**config.mk**
```make
export PLATFORM = sky130hd
export DESIGN_NAME = memwr_crc_acc
export DESIGN_NICKNAME = d
export VERILOG_FILES = /design/src/rtl/memwr_crc_pkg.sv /design/src/rtl/memwr_crc_byte.sv /design/src/rtl/memwr_crc_fold.sv /design/src/rtl/memwr_crc_qual.sv /design/src/rtl/memwr_crc_acc.sv
export SDC_FILE = /design/constraint.sdc
export NUM_CORES = 1
export LEC_CHECK = 0
export CAP_MARGIN = 40
export CORE_ASPECT_RATIO = 1.1
export CORE_MARGIN = 4
export CORE_UTILIZATION = 25
export DETAILED_ROUTE_END_ITERATION = 8
export MAX_ROUTING_LAYER = met4
export PLACE_DENSITY = 0.46
export SYNTH_ARGS = -nofsm -noshare
export SYNTH_HDL_FRONTEND = slang
export SYNTH_SLANG_ARGS = --single-unit
```
**constraint.sdc**
```tcl
create_clock -name clk_i -period 10.3 [get_ports clk_i]
set_input_delay 2.06 -clock clk_i [delete_from_list [all_inputs] [get_ports clk_i]]
set_output_delay 2.06 -clock clk_i [all_outputs]
set_load 0.005 [all_outputs]
```
**src/rtl/memwr_crc_pkg.sv**
```systemverilog
package memwr_crc_pkg;

   // Default geometry of the folded record
   localparam int unsigned DefIdxW    = 10;
   localparam int unsigned DefRecIdxW = 15;
   localparam int unsigned DefWordW   = 32;
   localparam int unsigned DefMaskW   = 4;
   localparam int unsigned DefCrcW    = 32;

   // Reflected form of the CRC-32 generator 0x04C11DB7
   localparam logic [31:0] Crc32ReflPoly = 32'hEDB88320;

   // Which store supplies the record
   typedef enum logic {
      SRC_DMEM = 1'b0,
      SRC_IMEM = 1'b1
   } rec_src_e;

endpackage

```
**src/rtl/memwr_crc_byte.sv**
```systemverilog
// One byte of a reflected CRC update, unrolled over its eight bits.
module memwr_crc_byte #(
   parameter int unsigned         CRC_W = 32,
   parameter logic [CRC_W-1:0]    POLY  = 32'hEDB88320
) (
   input  logic [CRC_W-1:0] crc_i,
   input  logic [7:0]       byte_i,
   output logic [CRC_W-1:0] crc_o
);

   localparam int unsigned NBits = 8;

   if (CRC_W < NBits) begin : g_bad_crc_w
      $error("memwr_crc_byte: CRC_W must be at least 8");
   end

   logic [CRC_W-1:0] step [NBits+1];

   assign step[0] = crc_i ^ {{(CRC_W-NBits){1'b0}}, byte_i};

   for (genvar b = 0; b < NBits; b++) begin : g_bit
      assign step[b+1] = step[b][0] ? ((step[b] >> 1) ^ POLY) : (step[b] >> 1);
   end

   assign crc_o = step[NBits];

endmodule

```
**src/rtl/memwr_crc_fold.sv**
```systemverilog
// Folds a whole record into the CRC, least-significant byte first.
module memwr_crc_fold #(
   parameter int unsigned      CRC_W = 32,
   parameter int unsigned      REC_W = 48,
   parameter logic [CRC_W-1:0] POLY  = 32'hEDB88320
) (
   input  logic [CRC_W-1:0] crc_i,
   input  logic [REC_W-1:0] rec_i,
   output logic [CRC_W-1:0] crc_o
);

   localparam int unsigned NBytes = REC_W / 8;

   if ((REC_W % 8) != 0 || REC_W == 0) begin : g_bad_rec_w
      $error("memwr_crc_fold: REC_W must be a non-zero multiple of 8");
   end

   logic [CRC_W-1:0] chain [NBytes+1];

   assign chain[0] = crc_i;

   for (genvar k = 0; k < NBytes; k++) begin : g_byte
      memwr_crc_byte #(
         .CRC_W (CRC_W),
         .POLY  (POLY)
      ) u_byte (
         .crc_i  (chain[k]),
         .byte_i (rec_i[8*k +: 8]),
         .crc_o  (chain[k+1])
      );
   end

   assign crc_o = chain[NBytes];

endmodule

```
**src/rtl/memwr_crc_qual.sv**
```systemverilog
// Decides whether a host write counts and builds its record.
module memwr_crc_qual
   import memwr_crc_pkg::*;
#(
   parameter int unsigned IDX_W     = 10,
   parameter int unsigned REC_IDX_W = 15,
   parameter int unsigned WORD_W    = 32,
   parameter int unsigned MASK_W    = 4,
   parameter int unsigned IMEM_WD_W = 39,
   parameter int unsigned DMEM_WD_W = 32,
   localparam int unsigned REC_W    = 1 + REC_IDX_W + WORD_W
) (
   input  logic                 imem_req_i,
   input  logic [MASK_W-1:0]    imem_mask_i,
   input  logic [IDX_W-1:0]     imem_idx_i,
   input  logic [IMEM_WD_W-1:0] imem_wdata_i,
   input  logic                 dmem_req_i,
   input  logic [MASK_W-1:0]    dmem_mask_i,
   input  logic [IDX_W-1:0]     dmem_idx_i,
   input  logic [DMEM_WD_W-1:0] dmem_wdata_i,
   input  logic                 core_imem_i,
   input  logic                 core_dmem_i,
   output logic                 fold_en_o,
   output logic [REC_W-1:0]     rec_o
);

   localparam logic [MASK_W-1:0] FullMask = {MASK_W{1'b1}};

   if (IDX_W > REC_IDX_W) begin : g_bad_idx
      $error("memwr_crc_qual: IDX_W must not exceed REC_IDX_W");
   end
   if (IMEM_WD_W < WORD_W || DMEM_WD_W < WORD_W) begin : g_bad_wd
      $error("memwr_crc_qual: write data narrower than a word");
   end

   // Bits above the folded word are intentionally not part of the record
   if (IMEM_WD_W > WORD_W) begin : g_imem_hi
      logic unused_imem_hi;
      assign unused_imem_hi = ^imem_wdata_i[IMEM_WD_W-1:WORD_W];
   end
   if (DMEM_WD_W > WORD_W) begin : g_dmem_hi
      logic unused_dmem_hi;
      assign unused_dmem_hi = ^dmem_wdata_i[DMEM_WD_W-1:WORD_W];
   end

   logic                 core_busy;
   logic                 imem_full;
   logic                 dmem_full;
   rec_src_e             src;
   logic [IDX_W-1:0]     idx_sel;
   logic [WORD_W-1:0]    word_sel;
   logic [REC_IDX_W-1:0] idx_ext;

   assign core_busy = core_imem_i | core_dmem_i;
   assign imem_full = imem_req_i & (imem_mask_i == FullMask);
   assign dmem_full = dmem_req_i & (dmem_mask_i == FullMask);
   assign fold_en_o = ~core_busy & (imem_full | dmem_full);

   always_comb begin
      if (imem_req_i) begin
         src      = SRC_IMEM;
         idx_sel  = imem_idx_i;
         word_sel = imem_wdata_i[WORD_W-1:0];
      end else begin
         src      = SRC_DMEM;
         idx_sel  = dmem_idx_i;
         word_sel = dmem_wdata_i[WORD_W-1:0];
      end
   end

   assign idx_ext = REC_IDX_W'(idx_sel);
   assign rec_o   = {src == SRC_IMEM, idx_ext, word_sel};

endmodule

```
**src/rtl/memwr_crc_acc.sv**
```systemverilog
module memwr_crc_acc
   import memwr_crc_pkg::*;
#(
   parameter int unsigned      BUS_DW    = 32,
   parameter int unsigned      IDX_W     = DefIdxW,
   parameter int unsigned      REC_IDX_W = DefRecIdxW,
   parameter int unsigned      MASK_W    = DefMaskW,
   parameter int unsigned      IMEM_WD_W = 39,
   parameter int unsigned      DMEM_WD_W = 32,
   parameter int unsigned      CRC_W     = DefCrcW,
   parameter logic [CRC_W-1:0] POLY      = Crc32ReflPoly
) (
   input  logic                 clk_i,
   input  logic                 rst_ni,
   input  logic                 imem_host_req_i,
   input  logic [MASK_W-1:0]    imem_host_mask_i,
   input  logic [IDX_W-1:0]     imem_host_idx_i,
   input  logic [IMEM_WD_W-1:0] imem_host_wdata_i,
   input  logic                 dmem_host_req_i,
   input  logic [MASK_W-1:0]    dmem_host_mask_i,
   input  logic [IDX_W-1:0]     dmem_host_idx_i,
   input  logic [DMEM_WD_W-1:0] dmem_host_wdata_i,
   input  logic                 core_imem_acc_i,
   input  logic                 core_dmem_acc_i,
   input  logic                 crc_wr_i,
   input  logic [CRC_W-1:0]     crc_wdata_i,
   output logic [CRC_W-1:0]     crc_o
);

   localparam int unsigned WordW = BUS_DW;
   localparam int unsigned RecW  = 1 + REC_IDX_W + WordW;
   localparam logic [MASK_W-1:0] FullMask = {MASK_W{1'b1}};

   // The record layout and mask width assume a 32-bit bus word
   if (BUS_DW != 32) begin : g_bad_bus_dw
      $error("memwr_crc_acc: BUS_DW must be 32");
   end
   if (MASK_W != BUS_DW / 8) begin : g_bad_mask_w
      $error("memwr_crc_acc: MASK_W must be BUS_DW/8");
   end

   logic             fold_en;
   logic [RecW-1:0]  rec;
   logic [CRC_W-1:0] crc_q;
   logic [CRC_W-1:0] crc_folded;

   memwr_crc_qual #(
      .IDX_W     (IDX_W),
      .REC_IDX_W (REC_IDX_W),
      .WORD_W    (WordW),
      .MASK_W    (MASK_W),
      .IMEM_WD_W (IMEM_WD_W),
      .DMEM_WD_W (DMEM_WD_W)
   ) u_qual (
      .imem_req_i   (imem_host_req_i),
      .imem_mask_i  (imem_host_mask_i),
      .imem_idx_i   (imem_host_idx_i),
      .imem_wdata_i (imem_host_wdata_i),
      .dmem_req_i   (dmem_host_req_i),
      .dmem_mask_i  (dmem_host_mask_i),
      .dmem_idx_i   (dmem_host_idx_i),
      .dmem_wdata_i (dmem_host_wdata_i),
      .core_imem_i  (core_imem_acc_i),
      .core_dmem_i  (core_dmem_acc_i),
      .fold_en_o    (fold_en),
      .rec_o        (rec)
   );

   memwr_crc_fold #(
      .CRC_W (CRC_W),
      .REC_W (RecW),
      .POLY  (POLY)
   ) u_fold (
      .crc_i (crc_q),
      .rec_i (rec),
      .crc_o (crc_folded)
   );

   // Host load outranks a fold
   always_ff @(posedge clk_i) begin
      if (!rst_ni) begin
         crc_q <= '0;
      end else if (crc_wr_i) begin
         crc_q <= crc_wdata_i;
      end else if (fold_en) begin
         crc_q <= crc_folded;
      end
   end

   assign crc_o = crc_q;

   // synchronous reset clears the register
   a_r8_sync_clear: assert property (@(posedge clk_i)
      !rst_ni |=> crc_o == '0);

   // a host load appears one edge later
   a_r6_host_load: assert property (@(posedge clk_i) disable iff (!rst_ni)
      crc_wr_i |=> crc_o == $past(crc_wdata_i));

   // core traffic freezes the sum
   a_r4_core_blocks: assert property (@(posedge clk_i) disable iff (!rst_ni)
      (!crc_wr_i && (core_imem_acc_i || core_dmem_acc_i)) |=> $stable(crc_o));

   // no full-mask request, no change
   a_r3_mask_gate: assert property (@(posedge clk_i) disable iff (!rst_ni)
      (!crc_wr_i &&
       !(imem_host_req_i && imem_host_mask_i == FullMask) &&
       !(dmem_host_req_i && dmem_host_mask_i == FullMask)) |=> $stable(crc_o));

   // idle bus holds the value
   a_r9_idle_hold: assert property (@(posedge clk_i) disable iff (!rst_ni)
      (!crc_wr_i && !imem_host_req_i && !dmem_host_req_i) |=> $stable(crc_o));

endmodule

```
==> metrics.md, run 1 <==
| Metric | Value |
|---|---|
| Commonest cells after routing, fill and taps aside | clkdlybuf4s50_1, xnor2_1, xnor3_1 |
| Setup WS pre-CTS | 1.84 ns |
| Worst-case reg-to-reg path depth | 12 |
| Most common cell after layout, fill and taps aside | clkdlybuf4s50_1 |
| Cell count after synthesis | between 600 and 700 |
| FF-to-FF End | crc_o[3] |
| Syn_area_per_cell | around 12 sq um |
| Gpl congestion | 0.803 |
| Skew final | 0.00548 ns |
| Via density | approximately 4.2 |
| Filler cells | 2927 |
| Largest family of logic cells by synthesized area | XOR/XNOR gates |
| Cells on Worst Hold Path | 2 |
| Post-CTS resize count | 0 |
| Fraction of the mapped netlist area in simple logic gates | between 4 and 5% |
| GR Util All Layers | 15.6% |
| DRT Pass-1 Iters | 4 |
| # port buffers | between 150 and 200 |
| Post-CTS Setup Inserts | 0 |
| Hold-fix buffers at CTS | 0 |
| Net count of the finished layout | 921 |
| Clock sink count | 32 |
| CTS tree | built |
| Clock root cell | clkbuf_16 |
| Fmax | roughly 120 MHz |
| First-pass GRT wire length | between 30000 and 40000 microns |
| Final period utilization | 78.6% |
| Antenna violation net count after detailed routing | 0 |
| Routing usage on met2 | approximately 26% |
| Die height | 187 microns |
| Layout overhead on the synthesized area | 29.8% |
| Critical Path Fanout Max | 25 |
| Residual DRC | 0 |
| WL/cell | 21.5 microns |
| Synth area leaders | xnor3_1, xnor2_1, xor2_1 |
| Die area | 0.0319 sq mm |
| Crit path DAT | around 8.3 ns |
| Post-synth top area cell | xnor3_1 |
| Outcome | finished, final reports clean |
| Later-pin clock latency in the skew report | approximately 0.28 ns |
| 1st-iter DRT viols | 201 |
| Max-cap violations | 0 |
| I/O pins | 170 |
| H-Tree Depth | 2 |
| Reg-to-reg slack, setup | 4.53 ns |
| Dpl hpwl | 21200 microns |
| Seq/Total Area, Yosys | 8.80% |
| Hold path endpoint | crc_o[2] |
| Initial antenna violation count | 2 |
| Min-delay worst type | flop to flop |
| Hold Startpoint | crc_o[2] |
| Worst Setup Slack, final | 2.20 ns |
| Mux share of post-synthesis cell area | around 6.5% |
| GR met1 Demand/Resource | 21.6% |
| Slew Viols, Final | 0 |
| Final Hold Vio Count | 0 |
| Row count | between 60 and 70 |
| Core Area | 0.0287 sq mm |
| Yosys cell types | 39 |
| Vias in the first global route | around 5300 |
| Total routed wirelength | 24900 microns |
| Worst Tran Pin Value | 0.864 ns |
| Worst setup EP type | flop |
| Clk buf depth | 2 |
| Mapped Area | 0.00728 sq mm |
| Post-synth top area share | 26.9% |
| Largest register FFs | 32 |
| Post-Syn Nets | 767 |
| Synth Area in Adders | 0% |
| Seq cells post-synth | 32 |
| Setup-failing EPs final | 0 |
| Total number of vias | 4907 |
| Clk pin slew, worst setup/hold paths | roughly 0.060 ns |
| Final min period | roughly 8 ns |
| Busiest grt layer | met2 |
| Synth Area in XOR/XNOR | between 70% and 80% |
| Initial Util | 25.4% |
| Die X | 171 microns |
| Total gr overflow | 0 |
| Worst r2r src | crc_o[1] |
| CP Class | input pin to flop |
| Nature of the critical path startpoint | input pin |
| Pin count of the biggest net entering global routing | 43 |
| Met3 Usage GRT | 1.31% |
| Synth warn | 0 |
| Share of cells above drive strength 1 | about 9.7% |
| Total CTS buffers | 5 |
| Compound-gate portion of the synthesized area | 5.22% |
| Setup TNS | 0 ns |
| Slew HR | 42.3% |
| Data required time of the worst path | 10.47 ns |
| RSZ-0062 raised after global routing | false |
-- how the worst max path moves through the flow --
stage	end	cells after the start	start
3_3_place_gp	crc_o[3]	15	imem_host_req_i
3_5_place_dp	crc_o[3]	15	imem_host_req_i
6_report	crc_o[3]	15	imem_host_req_i
2_1_floorplan	crc_o[19]	16	imem_host_req_i
4_1_cts	crc_o[3]	15	imem_host_req_i
5_1_grt	crc_o[18]	15	imem_host_req_i
-- cell usage after synthesis (all sizes together) --
master and n:
a21o 1, dfxtp 32, o211a 3, and3 5
and2 1, buf 8, xnor2 187, o211ai 2
a221oi 4, xor3 15, a21boi 8, a31oi 7
or3 1, o21ai 34, nor2 17, nor2b 4
xnor3 95, nand3b 2, inv 1, mux2i 44
a21oi 2, nand2 52, a211o 1, clkbuf 14
xor2 87, nor3 1, nand3 1
-- metal layers --
| metal | part of all wire [%] | vias up |
|---|---|---|
| li1 | - | 2429 |
| met3 | 4.6 | 11 |
| met2 | 49 | 112 |
| met1 | 45 | 2355 |
| met5 | 0 | - |
| met4 | 0.88 | 0 |
-- metrics by stage --
stage / hold WS [ns] / area [sq um] / std cells / utilization (%)
after floorplan: 0.488 / 7280 / 629 / -
after global placement: 0.520 / 9290 / 1144 / 32.4
after detailed placement: 0.523 / 9290 / 1144 / 32.4
after CTS: 0.531 / 9440 / 1152 / 32.9
after global routing: 0.554 / 9450 / 1154 / 32.9
final: 0.526 / 9450 / 1155 / 32.9
-- cell type report --
cell class / count / area, sq um / share of cell area [%]
clock inverter: 3 / 23.8 / 0.252
multi-input combinational: 574 / 6520 / 69.0
tap: 368 / 460 / 4.87
inverter: 1 / 3.75 / 0.0397
timing repair buffer: 169 / 1670 / 17.7
clock buffer: 5 / 125 / 1.32
antenna: 3 / 7.51 / 0.0794
sequential: 32 / 641 / 6.78
-- worst max-delay path, cell delays in order --
cell	delay, ns
buf_2	0.60
buf_4	0.38
mux2i_1	0.41
xnor2_2	0.23
xor2_2	0.34
xnor3_2	0.64
xnor2_4	0.28
xnor3_1	0.46
xnor3_1	0.68
xor3_1	0.60
xnor3_4	0.55
xnor2_2	0.25
xnor3_1	0.41
a221oi_1	0.29
nor2b_1	0.07
-- kinds of logic after synthesis --
kind of cell / count (synthesis)
AO/OA/AOI/OAI: 62
XOR/XNOR: 384
buffers and inverters: 23
flip-flops: 32
multiplexers: 44
AND/OR/NAND/NOR: 84
Power of run 1 is not shown: default switching activity piles up to over one toggle a cycle in this logic, so the estimate is an artifact.
==> run 2: changes to the inputs <==
- clock period: 10.3 -> 8.41 ns (I/O delays scaled with it)
==> metrics.md, run 2 (synthesis gave the netlist of run 1 again) <==
| Metric | Value |
|---|---|
| Die area | 0.0319 sq mm (unchanged) |
| Crit path DAT | 7.23 ns (was 8.27 ns) |
| Pin count of the biggest net entering global routing | 43 (unchanged) |
| Min-delay worst type | flop to flop (unchanged) |
| # port buffers | 162 (unchanged) |
| Final Hold Vio Count | 0 (unchanged) |
| Max-cap violations | 0 (unchanged) |
| Die height | 187 microns (unchanged) |
| Total number of vias | 4959 (was 4907) |
| I/O pins | 170 (unchanged) |
| Slew HR | 45.4% (was 42.3%) |
| Initial antenna violation count | 1 (was 2) |
| Clk pin slew, worst setup/hold paths | 0.06 ns (about the same) |
| Skew final | 0.00125 ns (was 0.00548 ns) |
| Most common cell after layout, fill and taps aside | clkdlybuf4s50_1 (unchanged) |
| Outcome | finished, final reports clean (unchanged) |
| DRT Pass-1 Iters | 4 (unchanged) |
| Gpl congestion | 0.806 (was 0.803) |
| Vias in the first global route | 5339 (was 5253) |
| 1st-iter DRT viols | 194 (was 201) |
| CTS tree | built (unchanged) |
| Clk buf depth | 2 (unchanged) |
| Post-CTS resize count | 0 (unchanged) |
| Final min period | 7.07 ns |
| Worst setup EP type | flop (unchanged) |
| Worst Tran Pin Value | 0.814 ns (was 0.864 ns) |
| Total gr overflow | 0 (unchanged) |
| Residual DRC | 0 (unchanged) |
| Die X | 171 microns (unchanged) |
| Setup-failing EPs final | 0 (unchanged) |
| Row count | 65 (unchanged) |
| Post-CTS Setup Inserts | 0 (unchanged) |
| Critical Path Fanout Max | 25 (unchanged) |
| RSZ-0062 raised after global routing | false (unchanged) |
| Antenna violation net count after detailed routing | 0 (unchanged) |
| Initial Util | 25.4% (unchanged) |
| GR Util All Layers | 16.1% (was 15.6%) |
| Clock root cell | clkbuf_16 (unchanged) |
| Dpl hpwl | 21900 microns (was 21200 microns) |
| Later-pin clock latency in the skew report | 0.28 ns (about the same) |
| CP Class | input pin to flop (unchanged) |
| Clock sink count | 32 (unchanged) |
| Via density | 4.22 (was 4.25) |
| Commonest cells after routing, fill and taps aside | clkdlybuf4s50_1, xnor2_1, xnor3_1 (unchanged) |
| Core Area | 0.0287 sq mm (unchanged) |
| Layout overhead on the synthesized area | 32.5% (was 29.8%) |
| Data required time of the worst path | 8.58 ns (was 10.47 ns) |
| H-Tree Depth | 2 (unchanged) |
| WL/cell | 21.8 microns (was 21.5 microns) |
| Nature of the critical path startpoint | input pin (unchanged) |
| Total CTS buffers | 5 (unchanged) |
| Fmax | 141 MHz |
| Final period utilization | 84.1% |
| First-pass GRT wire length | 36800 microns (was 35800 microns) |
| Setup TNS | 0 ns (unchanged) |
| Hold-fix buffers at CTS | 0 (unchanged) |
| Largest register FFs | 32 (unchanged) |
| Net count of the finished layout | 942 (was 921) |
| Share of cells above drive strength 1 | 12.0% (was 9.69%) |
| Slew Viols, Final | 0 (unchanged) |
| Total routed wirelength | 25500 microns (was 24900 microns) |
run 2: path summary, 6_finish.rpt:
path	endpoint	cells past startpoint	startpoint	slack, ns
setup / recovery	crc_o[3]	15	imem_host_req_i	1.34
hold / removal	crc_o[2]	2	crc_o[2]	0.54
setup reg to reg	crc_o[3]	12	crc_o[11]	2.91
hold reg to reg	crc_o[2]	2	crc_o[2]	0.54
run 2: final cells by class:
class / count / area (sq um)
Timing Repair Buffer: 190 / 1840
Clock buffer: 7 / 153
Multi-Input combinational cell: 574 / 6520
Sequential cell: 32 / 641
Tap cell: 368 / 460
Fill cell: 2946 / 19100
Clock inverter: 1 / 30.0
Antenna cell: 1 / 2.50
Inverter: 1 / 3.75
run 2: layer usage:
metal,wire length [microns],track usage (%),vias up
li1,-,-,2464
met1,11400,21.8,2381
met2,12700,27.2,102
met3,1250,1.44,12
met4,237,1.72,0
met5,0,-,-
run 2: through the flow:
step                utilization, %  cells  instance area (sq um)  hold WS, ns  setup slack (ns)
floorplan                        -    629                   7280        0.488              1.84
global placement              33.0   1165                   9460        0.521             0.974
detailed placement            33.0   1165                   9460        0.528             0.982
CTS                           33.6   1173                   9650        0.537              1.27
global route                  33.6   1174                   9650        0.578              1.02
finish                        33.6   1174                   9650        0.541              1.34
run 2: critical path: stages:
cell and delay [ns]:
buf_2 0.10, buf_12 0.21, mux2i_1 0.29, xnor2_2 0.20
xnor2_1 0.66, xnor3_2 0.65, xnor2_1 0.29, xnor3_1 0.38
xnor3_1 0.58, xor3_1 0.56, xnor3_4 0.56, xnor2_2 0.26
xnor3_1 0.40, a221oi_1 0.29, nor2b_1 0.07
Power of run 2 is left out for the same reason.
==> run 3: changes to the inputs <==
- clock period: 8.41 -> 7.04 ns (I/O delays scaled with it)
==> metrics.md, run 3 (synthesis gave the netlist of run 1 again) <==
| Metric | Value |
|---|---|
| Die height | 187 microns (unchanged) |
| Worst Tran Pin Value | 0.778 ns (was 0.814 ns) |
| Skew final | 0.00531 ns (was 0.00125 ns) |
| Core Area | 0.0287 sq mm (unchanged) |
| Die area | 0.0319 sq mm (unchanged) |
| 1st-iter DRT viols | 205 (was 194) |
| Final min period | about 6.4 ns |
| Antenna violation net count after detailed routing | 0 (unchanged) |
| Initial antenna violation count | 1 (unchanged) |
| RSZ-0062 raised after global routing | false (unchanged) |
| Outcome | finished, final reports clean (unchanged) |
| Post-CTS resize count | 0 (unchanged) |
| Final Hold Vio Count | 0 (unchanged) |
| First-pass GRT wire length | 37300 microns (was 36800 microns) |
| Slew Viols, Final | 0 (unchanged) |
| Min-delay worst type | flop to flop (unchanged) |
| CTS tree | built (unchanged) |
| Setup TNS | 0 ns (unchanged) |
| Total number of vias | 5075 (was 4959) |
| Die X | 171 microns (unchanged) |
| Setup-failing EPs final | 0 (unchanged) |
| Clk pin slew, worst setup/hold paths | 0.05 ns (was 0.06 ns) |
| Share of cells above drive strength 1 | 15.5% (was 12.0%) |
| Post-CTS Setup Inserts | 0 (unchanged) |
| Later-pin clock latency in the skew report | 0.28 ns (about the same) |
| GR Util All Layers | 16.2% (was 16.1%) |
| Row count | 65 (unchanged) |
| Nature of the critical path startpoint | input pin (unchanged) |
| Slew HR | 48.0% (was 45.4%) |
| I/O pins | 170 (unchanged) |
| CP Class | input pin to flop (unchanged) |
| Total CTS buffers | 5 (unchanged) |
| Critical Path Fanout Max | 14 (was 25) |
| Initial Util | 25.4% (unchanged) |
| Crit path DAT | 6.55 ns (was 7.23 ns) |
| Final period utilization | 90.7% |
| H-Tree Depth | 2 (unchanged) |
| Via density | 4.20 (was 4.22) |
| Data required time of the worst path | 7.20 ns (was 8.58 ns) |
| Max-cap violations | 0 (unchanged) |
| Core Util, Final | 34.4% (was 33.6%) |
| Net count of the finished layout | 975 (was 942) |
| Fmax | 157 MHz |
| Gpl congestion | 0.833 (was 0.806) |
| WL/cell | 21.1 microns (was 21.8 microns) |
| Layout overhead on the synthesized area | 35.4% (was 32.5%) |
| Vias in the first global route | 5463 (was 5339) |
| Final non-filler cell total | 1207 (was 1174) |
| Commonest cells after routing, fill and taps aside | clkdlybuf4s50_1, xnor2_1, xnor3_1 (unchanged) |
| Most common cell after layout, fill and taps aside | clkdlybuf4s50_1 (unchanged) |
| Clock sink count | 32 (unchanged) |
| Placed Cells | 1198 (was 1165) |
| Total routed wirelength | 25400 microns (was 25500 microns) |
| Clk buf depth | 2 (unchanged) |
| Pin count of the biggest net entering global routing | 43 (unchanged) |
| DRT Pass-1 Iters | 4 (unchanged) |
| Residual DRC | 0 (unchanged) |
| Clock root cell | clkbuf_16 (unchanged) |
| Hold-fix buffers at CTS | 0 (unchanged) |
| Total gr overflow | 0 (unchanged) |
| Worst setup EP type | flop (unchanged) |
| Largest register FFs | 32 (unchanged) |
| Dpl hpwl | 22100 microns (was 21900 microns) |
| Hold WS | 0.532 ns (was 0.541 ns) |
| # port buffers | 162 (unchanged) |
==> run 3: cell count changes in the layout (fill, tap and decap cells not counted), sizes merged <==
cell,change
buf,+33
clkbuf,-2
clkinvlp,+2
bufinv,-1
clkinv,+1
==> run 3: path summary, 6_finish.rpt <==
kind,endpoint,slack [ns],depth (start not counted),startpoint
worst max-delay path,crc_o[3],0.65,17,imem_host_req_i
worst min-delay path,crc_o[2],0.53,2,crc_o[2]
worst max register to register,crc_o[3],1.99,14,crc_o[8]
worst min register to register,crc_o[2],0.53,2,crc_o[2]
==> run 3: layout make-up <==
type	instances	area (sq um)
Antenna cell	1	2.50
Multi-Input combinational cell	574	6520
Sequential cell	32	641
Clock inverter	3	23.8
Clock buffer	5	125
Timing Repair Buffer	223	2090
Tap cell	368	460
Inverter	1	3.75
Fill cell	2961	18800
==> run 3: per-layer routing <==
layer,global-route usage [%],wire length [microns],up-vias
met5,-,0,-
met4,2.03,293,0
met3,1.20,1470,12
met2,27.4,12600,129
met1,21.9,11100,2401
li1,-,-,2533
==> run 3: metrics by stage <==
stage          cell area, sq um  setup slack (ns)
2_1_floorplan              7280             0.744
3_3_place_gp               9710             0.306
3_5_place_dp               9710             0.324
4_1_cts                    9860             0.592
5_1_grt                    9860             0.318
6_report                   9860             0.653
==> run 3: worst max-delay path, stage by stage <==
cell and delay [ns]:
buf_2 0.11, buf_4 0.26, mux2i_1 0.34, xor2_2 0.39, buf_4 0.22, xor2_1 0.37, xnor3_1 0.34, xnor2_2 0.31
xnor3_1 0.46, buf_4 0.18, xor3_1 0.28, xor3_1 0.30, xnor3_4 0.56, xnor2_2 0.25, xnor3_1 0.38, a221oi_1 0.28
nor2b_1 0.07
Power of run 3 is left out for the same reason.
